==> src/rtl/cmdreg_pkg.sv <==
package cmdreg_pkg;

    localparam int REG_W    = 16;
    localparam int OP_LSB   = 8;
    localparam int OP_W     = 4;
    localparam int CH_LSB   = 4;
    localparam int CH_W     = 4;
    localparam int FLAG_BIT = 0;
    localparam int RST_BIT  = 1;
    localparam logic [REG_W-1:0] RSVD_MASK = 16'hF00C;

    typedef logic [OP_W-1:0] opcode_t;
    typedef logic [CH_W-1:0] chan_t;

    typedef struct packed {
        opcode_t op;
        chan_t   chan;
        logic    reinit;
    } cmd_t;

    typedef enum logic {
        ENG_IDLE = 1'b0,
        ENG_RUN  = 1'b1
    } eng_state_t;

    function automatic cmd_t unpack_cmd(input logic [REG_W-1:0] w);
        cmd_t c;
        c.op     = w[OP_LSB +: OP_W];
        c.chan   = w[CH_LSB +: CH_W];
        c.reinit = w[RST_BIT];
        return c;
    endfunction

    function automatic logic [REG_W-1:0] pack_view(input cmd_t c, input logic flag);
        logic [REG_W-1:0] v;
        v                  = '0;
        v[OP_LSB +: OP_W]  = c.op;
        v[CH_LSB +: CH_W]  = c.chan;
        v[RST_BIT]         = c.reinit;
        v[FLAG_BIT]        = flag;
        return v;
    endfunction

endpackage

==> src/rtl/cmd_decode.sv <==
module cmd_decode
    import cmdreg_pkg::*;
#(
    parameter int N_CHAN = 12
) (
    input  logic [REG_W-1:0] word,
    output cmd_t             cmd,
    output logic             well_formed
);

    logic rsvd_clear;
    logic chan_ok;

    always_comb begin
        cmd         = unpack_cmd(word);
        rsvd_clear  = ((word & RSVD_MASK) == '0);
        chan_ok     = cmd.reinit || (int'(cmd.chan) < N_CHAN);
        well_formed = word[FLAG_BIT] && rsvd_clear && chan_ok;
    end

endmodule

==> src/rtl/cmd_engine_stub.sv <==
module cmd_engine_stub
    import cmdreg_pkg::*;
#(
    parameter int RUN_CYCLES    = 5,
    parameter int REINIT_CYCLES = 9
) (
    input  logic clk,
    input  logic rst,
    input  logic launch,
    input  logic launch_reinit,
    output logic busy,
    output logic finish
);

    localparam int MAX_LAT = (RUN_CYCLES > REINIT_CYCLES) ? RUN_CYCLES : REINIT_CYCLES;
    localparam int CNT_W   = $clog2(MAX_LAT + 1);
    localparam logic [CNT_W-1:0] RUN_LD    = CNT_W'(RUN_CYCLES);
    localparam logic [CNT_W-1:0] REINIT_LD = CNT_W'(REINIT_CYCLES);
    localparam logic [CNT_W-1:0] LAST_ONE  = CNT_W'(1);

    initial begin
        a_run_range_r4: assert (RUN_CYCLES >= 1 && RUN_CYCLES <= 64)
            else $error("RUN_CYCLES out of range");
        a_reinit_range_r5: assert (REINIT_CYCLES >= 1 && REINIT_CYCLES <= 64)
            else $error("REINIT_CYCLES out of range");
    end

    eng_state_t       state;
    logic [CNT_W-1:0] remain;

    assign busy   = (state == ENG_RUN);
    assign finish = busy && (remain == LAST_ONE);

    always_ff @(posedge clk) begin
        if (rst) begin
            state  <= ENG_IDLE;
            remain <= '0;
        end else if (launch && !busy) begin
            state  <= ENG_RUN;
            remain <= launch_reinit ? REINIT_LD : RUN_LD;
        end else if (busy) begin
            remain <= remain - LAST_ONE;
            if (remain == LAST_ONE) begin
                state <= ENG_IDLE;
            end
        end
    end

    // a running engine always has cycles left to count
    p_remain_live_r4: assert property (@(posedge clk) disable iff (rst)
        busy |-> (remain != '0));

    // the register never launches into a running engine
    p_launch_idle_r9: assert property (@(posedge clk) disable iff (rst)
        launch |-> !busy);

    // the last counted cycle ends the run
    p_finish_clears_r4: assert property (@(posedge clk) disable iff (rst)
        finish |=> !busy);

endmodule

==> src/rtl/cmd_chan_fanout.sv <==
module cmd_chan_fanout
    import cmdreg_pkg::*;
#(
    parameter int N_CHAN = 12
) (
    input  logic              fire,
    input  chan_t             chan,
    output logic [N_CHAN-1:0] hit
);

    for (genvar g = 0; g < N_CHAN; g++) begin : g_lane
        assign hit[g] = fire && (chan == chan_t'(g));
    end

endmodule

==> src/rtl/cmd_reg_ctrl.sv <==
module cmd_reg_ctrl
    import cmdreg_pkg::*;
#(
    parameter int N_CHAN        = 12,
    parameter int RUN_CYCLES    = 5,
    parameter int REINIT_CYCLES = 9
) (
    input  logic              clk,
    input  logic              rst,
    input  logic              wr_en,
    input  logic [15:0]       wr_data,
    output logic [15:0]       rd_data,
    output logic              busy,
    output logic              done,
    output logic              overrun,
    output logic [N_CHAN-1:0] chan_start,
    output logic              eng_reinit
);

    cmd_t              req_cmd;
    cmd_t              held_cmd;
    logic              well_formed;
    logic              take;
    logic              clash;
    logic              eng_busy;
    logic              eng_finish;
    logic [N_CHAN-1:0] start_hits;
    logic              done_q;
    logic              overrun_q;
    logic              reinit_q;
    logic [N_CHAN-1:0] start_q;

    cmd_decode #(.N_CHAN(N_CHAN)) u_dec (
        .word        (wr_data),
        .cmd         (req_cmd),
        .well_formed (well_formed)
    );

    assign take  = wr_en && well_formed && !eng_busy;
    assign clash = wr_en && well_formed && eng_busy;

    cmd_engine_stub #(
        .RUN_CYCLES    (RUN_CYCLES),
        .REINIT_CYCLES (REINIT_CYCLES)
    ) u_eng (
        .clk           (clk),
        .rst           (rst),
        .launch        (take),
        .launch_reinit (req_cmd.reinit),
        .busy          (eng_busy),
        .finish        (eng_finish)
    );

    cmd_chan_fanout #(.N_CHAN(N_CHAN)) u_fan (
        .fire (take && !req_cmd.reinit),
        .chan (req_cmd.chan),
        .hit  (start_hits)
    );

    always_ff @(posedge clk) begin
        if (rst) begin
            held_cmd  <= '0;
            overrun_q <= 1'b0;
            done_q    <= 1'b0;
            reinit_q  <= 1'b0;
            start_q   <= '0;
        end else begin
            if (take) begin
                held_cmd <= req_cmd;
            end
            if (clash) begin
                overrun_q <= 1'b1;
            end
            done_q   <= eng_finish;
            reinit_q <= take && req_cmd.reinit;
            start_q  <= start_hits;
        end
    end

    assign rd_data    = pack_view(held_cmd, eng_busy);
    assign busy       = eng_busy;
    assign done       = done_q;
    assign overrun    = overrun_q;
    assign chan_start = start_q;
    assign eng_reinit = reinit_q;

    // at most one channel is launched at a time
    p_start_onehot_r3: assert property (@(posedge clk) disable iff (rst)
        $onehot0(chan_start));

    // a channel launch coincides with the flag going up
    p_start_sets_busy_r3: assert property (@(posedge clk) disable iff (rst)
        (|chan_start) |-> $rose(busy));

    // done only in the cycle the flag has just dropped
    p_done_on_fall_r4: assert property (@(posedge clk) disable iff (rst)
        done |-> (!busy && $past(busy)));

    // every drop of the flag produces done
    p_fall_gives_done_r4: assert property (@(posedge clk) disable iff (rst)
        $fell(busy) |-> done);

    // a reinit never launches a channel
    p_reinit_no_start_r5: assert property (@(posedge clk) disable iff (rst)
        eng_reinit |-> (chan_start == '0));

    // overrun is sticky
    p_overrun_sticky_r9: assert property (@(posedge clk) disable iff (rst)
        overrun |=> overrun);

    // a write seen while busy leaves the held command alone
    p_busy_write_ignored_r9: assert property (@(posedge clk) disable iff (rst)
        (wr_en && busy) |=> $stable(rd_data[15:1]));

    // a write without the flag changes nothing while idle
    p_noflag_ignored_r6: assert property (@(posedge clk) disable iff (rst)
        (wr_en && !wr_data[0] && !busy) |=> ($stable(rd_data) && !busy));

    // the held command is frozen while the engine runs
    p_hold_while_busy_r10: assert property (@(posedge clk) disable iff (rst)
        (busy && $past(busy)) |-> $stable(rd_data[15:1]));

endmodule

==> config.mk <==
export PLATFORM = sky130hd
export DESIGN_NAME = cmd_reg_ctrl
export DESIGN_NICKNAME = d
export VERILOG_FILES = /design/src/rtl/cmdreg_pkg.sv /design/src/rtl/cmd_decode.sv /design/src/rtl/cmd_engine_stub.sv /design/src/rtl/cmd_chan_fanout.sv /design/src/rtl/cmd_reg_ctrl.sv
export SDC_FILE = /design/constraint.sdc
export NUM_CORES = 1
export LEC_CHECK = 0
export BUFFER_PORTS_ARGS = -buffer_cell sky130_fd_sc_hd__buf_2
export CORE_ASPECT_RATIO = 0.5
export CORE_UTILIZATION = 46
export DETAILED_ROUTE_END_ITERATION = 8
export PLACE_DENSITY = 0.77
export SLEW_MARGIN = 20
export SYNTH_ARGS = -nofsm -noshare
export SYNTH_HDL_FRONTEND = slang
export SYNTH_SLANG_ARGS = --single-unit
export TNS_END_PERCENT = 50
==> constraint.sdc <==
create_clock -name clk -period 1.35 [get_ports clk]
set_input_delay 0.2025 -clock clk [delete_from_list [all_inputs] [get_ports clk]]
set_output_delay 0.2025 -clock clk [all_outputs]
set_load 0.05 [all_outputs]
# --- After elaboration in Yosys (flattened, before gate mapping) ---
# Cells that the tools add are included.
word_totals:
  out_inout_bits: 32
  reg_bits: 29
  wordCells: 56
classes:
  n_lt_le_gt_ge: 1
  n_eq_ne: 12
  n_reduce_logical: 27
  addsub: 1
  muxes: 6
ops:
  columns: ["operator", "count"]
  rows:
  - ["$logic_and 1x1->1", 21]
  - ["$eq 4x3->1 const B", 4]
  - ["$eq 4x4->1 const B", 4]
  - ["$logic_not 16->1", 1]
  - ["$mux 4", 3]
  - ["$eq 4x1->1 const B", 2]
  - ["$eq 4x2->1 const B", 2]
  - ["$logic_not 4->1", 1]
  - ["$lt 4x4->1 const B", 1]
  - ["$sub 4x1->4 const B", 1]
  - ["$mux 1", 3]
  - ["$logic_not 1->1", 2]
  - ["$reduce_bool 2->1", 1]
  - ["$logic_or 1x1->1", 1]

# --- Longest topological paths before layout ---
depth:
  depth_word: 7
  depth_mapped: 5
  ltp_nobuf: 5

# --- By module ---
# From an unflattened synthesis, not the netlist that was laid out.
unflattened:
  cells_unflattened: 144
  area_unflattened_um2: 1335.0
by_module_without_submodules:
  columns: ["module", "n_inst", "cells_per_inst", "area_per_inst_um2"]
  rows:
  - ["cmd_reg_ctrl", 1, 82, 875.8]
  - ["cmd_engine_stub", 1, 31, 264.0]
  - ["cmd_decode", 1, 13, 101.3]
  - ["cmd_chan_fanout", 1, 18, 93.8]

# --- Least setup slack after synthesis ---
# OpenSTA, ideal clock, no wires.
synth_timing:
  path_type: "reg-to-reg"
  startpoint: "register u_eng.state (netlist: u_eng.busy)"
  endpoint: "register u_eng.remain[2]"
  arrival_ps: 1418
  slack_ps: -142
  stages_incl_launch_ff: 5
  n_path_buf: 1
  required_ps: 1276
  setup_ps: 74
  cell_sequence: "dfxtp_1 clkbuf_1 a21oi_1 a31o_2 a31oi_1"
synth_via:
  elab_chain_len: 4
synth_lines:
  columns: ["element", "line_no", "source"]
  rows:
  - ["start: declaration", "cmd_engine_stub.sv:28", "eng_state_t state;"]
  - ["start signal: assignment", "cmd_engine_stub.sv:36", "state <= ENG_IDLE;"]
  - ["start signal: assignment", "cmd_engine_stub.sv:39", "state <= ENG_RUN;"]
  - ["start signal: assignment", "cmd_engine_stub.sv:44", "state <= ENG_IDLE;"]
  - ["$logic_not 1->1", "cmd_engine_stub.sv:38, cmd_reg_ctrl.sv:39", null]
  - ["$logic_and 1x1->1", "cmd_reg_ctrl.sv:39", "assign take = wr_en && well_formed && !eng_busy;"]
  - ["$logic_and 1x1->1", "cmd_engine_stub.sv:38", "end else if (launch && !busy) begin"]
  - ["$mux 4 or $reduce_bool 2->1 (tied branches)", null, null]
  - ["end signal: assignment", "cmd_engine_stub.sv:40", "remain <= launch_reinit ? REINIT_LD : RUN_LD;"]
  - ["end signal: assignment", "cmd_engine_stub.sv:42", "remain <= remain - LAST_ONE;"]
  - ["end: declaration", "cmd_engine_stub.sv:29", "logic [CNT_W-1:0] remain;"]
# Parallel ways exist; a longest one is shown, timed or not.
# A chain may end at the register's enable or synchronous reset.

# --- Worst setup path in the final report ---
layout_timing:
  startpoint: "register u_eng.state (netlist: u_eng.busy)"
  endpoint: "output rd_data[0]"
layout_rtl:
  columns: ["element", "line_no", "source"]
  rows:
  - ["end: declaration", "cmd_reg_ctrl.sv:12", "output logic [15:0] rd_data,"]
# No word-level cell between the ends.

==> impl_results.md <==
- Switching power: 0.430 mW
- Hold Path Class: in2reg
- Run status: finished clean
- Fillers: 193
- Global-route wire length before repair: 3.96 mm
- DP Area: 1500 um^2
- Cell count of the worst reg-to-reg path: 3
- # port buffers: 44
- Final setup TNS: 0 ns
- Resize count post-CTS: 0
- Flops & latches, synth: 29
- Lkg Pwr: 0.735 nW
- Final hold vios: 0
- Yosys cell types: 34
- Routed wire length: 2.51 mm
- CTS H-Tree Depth: 2
- Switching share of power: 20.7%
- PnR worst setup slack: 0.0600 ns
- Initial antenna violation count: 0
- # diodes: 0
- GPL Wtd Cong: 0.740
- Core area: 2360 um^2
- CP Class: reg2out
- Area Growth Syn to Fin: 34.0%
- Comb power frac: 7.4%
- Clock Path Buffers: 2
- Detailed Routing Iterations Pass 1: 4
- Register area share after synthesis: 47.6%
- Count of final setup violators: 0
- Die X: 74.8 um
- Clk_lat worst skew: 0.28 ns
- Commonest non-fill, non-tap cell in the layout: buf_2
- GRT overflow: 0
- Buf/Inv on CP: 1
- Unrepaired setup endpoints after global routing: false
- Required @ worst endpoint: 1.15 ns
- Die height: 38.4 um
- Layout cell share with drive strength beyond 1: 36.1%
- CTS buffer count: 5
- YS warnings: 0
- Worst setup SP type: register
- Syn_area_per_cell: 9.37 um^2
- Std cell rows: 12
- Die Footprint: 2870 um^2
- Hold buffers post-CTS: 0
- Slew Limit Fails: 0
- Hpwl dp: 1.86 mm
- GRT Resource Usage Total: 19.8%
- Number of global-route vias before repair: 907
- Clk pin slew, worst setup/hold paths: 0.06 ns
- Final Skew: 0.00304 ns
- DRC viols: 0
- Critical path's top delay family: flip-flops
- Setup crit end kind: primary output
- Commonest non-fill, non-tap cells in the layout: 44 x buf_2, 28 x dfxtp_1, 21 x nand2_1, 11 x nor2_1, 9 x mux2i_1
- Levels on crit path: 1
- Total power: 2.08 mW
- Fin util: 69.3%
- IR drop worst, VDD: 0.655 mV
- Fin crit share: 95.6%
- Pre-CTS setup slack: -0.0811 ns
- CP cell instances: buf_2
- Slowest-stage cell, CP: dfxtp_2
- Crit path DAT: 1.09 ns
- CTS Sinks: 29
- Hold Path Cell Cnt: 2
- Wirelength per Cell: 11.5 um
- Pwr/cell area: 1270 nW/um^2
- P_int: 1.65 mW
- Postcts setup bufs: 0
- CTS tree: yes
- ANT nets after route: 0
- Fmax: 775 MHz
- Initial Util: 51.7%
- Nets@finish: 203
- IO Pins: 51
- Largest net degree at the start of global routing: 20
- Post-Synthesis Cells: 130
- Clock network power share: 50.8%
- Post-layout min period: 1.29 ns
- Vias/cell: 4.91
- Max Cap Violations: 0
- Seq pwr share: 41.8%
- Synthesized cell area: 1220 um^2
- Crit Path Max Fanout: 19
- Root Buffer: clkbuf_8
- Detailed Route Iter0 Violations: 38
- CP peak stage delay: 0.48 ns
- Design Area, Final: 1630 um^2
- DR vias: 1,071
[final cells by class]
| class | instances | area [um^2] | area share, % |
|---|---|---|---|
| Clock inverter | 3 | 65.1 | 3.98 |
| Sequential cell | 29 | 582 | 35.6 |
| Clock buffer | 5 | 68.8 | 4.21 |
| Timing Repair Buffer | 53 | 300 | 18.4 |
| Inverter | 5 | 18.8 | 1.15 |
| Multi-Input combinational cell | 88 | 554 | 33.9 |
| Tap cell | 35 | 43.8 | 2.68 |
[registers in the layout, summed over array words and instances (netlist names)]
signal	flops
chan_start	12
done	1
eng_reinit	1
overrun	1
rd_data	9
u_eng.busy	1
u_eng.remain	4
[worst paths after layout]
| check | endpoint | from | slack [ns] |
|---|---|---|---|
| worst min register to register | rd_data[9] | rd_data[9] | 0.46 |
| worst min-delay path | chan_start[10] | wr_data[4] | 0.16 |
| worst max-delay path | rd_data[0] | u_eng.busy | 0.06 |
| worst max register to register | u_eng.remain[3] | u_eng.remain[3] | 0.09 |
[metal layers]
| layer | vias up | wire (um) | share of wire [%] | global-route usage [%] |
|---|---|---|---|---|
| met5 | - | 0 | 0 | 0 |
| met4 | 0 | 18 | 0.72 | 6.60 |
| met3 | 4 | 148 | 5.9 | 9.21 |
| met2 | 42 | 1180 | 47 | 33.3 |
| met1 | 480 | 1150 | 46 | 22.6 |
| li1 | 545 | - | - | - |
[power by group through the flow]
| stage | clock, mW | sequential, mW | combinational (mW) |
|---|---|---|---|
| 3_5_place_dp | 0 | 0.886 | 0.154 |
| 4_1_cts | 1.07 | 0.867 | 0.154 |
| 5_1_grt | 1.12 | 0.868 | 0.168 |
| 3_3_place_gp | 0 | 0.886 | 0.151 |
| 2_1_floorplan | 0 | 0.887 | 0.107 |
| 6_report | 1.06 | 0.868 | 0.155 |
[worst reg2reg max path, cell delays in order (launching register included)]
cell	delay, ns
dfxtp_1	0.33
or4_1	0.52
a21boi_0	0.20
o31a_1	0.15
[cells in the mapped netlist]
cell type  instances  area [um^2]
nand4b_1           3         26.3
mux2i_1            9         90.1
ha_1               2         25.0
a31oi_1            2         12.5
or3_1              1         6.26
a21boi_0           1         7.51
nand2_1           21         78.8
a21oi_1            3         15.0
nand2b_1           2         12.5
nor4_4             1         21.3
nand3b_1           2         15.0
a31o_2             2         17.5
and4b_1            2         20.0
a41oi_1            1         8.76
dfxtp_1           29          581
or4_1              1         7.51
nor2_1            11         41.3
nand4_1            1         6.26
conb_1             1         3.75
clkbuf_1           4         15.0
nand3_1            2         10.0
buf_4              7         52.6
nor3_1             5         25.0
nor4bb_1           1         10.0
a311oi_1           2         17.5
a211o_2            1         10.0
buf_2              1         5.00
o31ai_1            1         7.51
nor4_1             2         12.5
nor3b_1            1         7.51
inv_1              5         18.8
buf_6              1         11.3
o31a_1             1         8.76
nand4bb_1          1         11.3
[metrics by stage]
| stage | hold slack (ns) | instances |
|---|---|---|
| floorplan | 0.281 | 135 |
| global placement | 0.440 | 210 |
| detailed placement | 0.449 | 210 |
| CTS | 0.152 | 218 |
| global route | 0.171 | 218 |
| finish | 0.163 | 218 |
[logic make-up (layout without fill, tap and decap cells)]
| group | after synthesis | after routing | share of synthesized area, % |
|---|---|---|---|
| flops | 29 | 29 | 47.6 |
| mux | 9 | 9 | 7.39 |
| buf+inv | 18 | 66 | 8.42 |
| fa+ha+maj | 2 | 2 | 2.05 |
| other cells | 1 | 6 | 0.308 |
| simple gates | 57 | 57 | 25.6 |
| compound gates | 14 | 14 | 8.62 |
No activity file was read; power rests on OpenSTA's default activity.
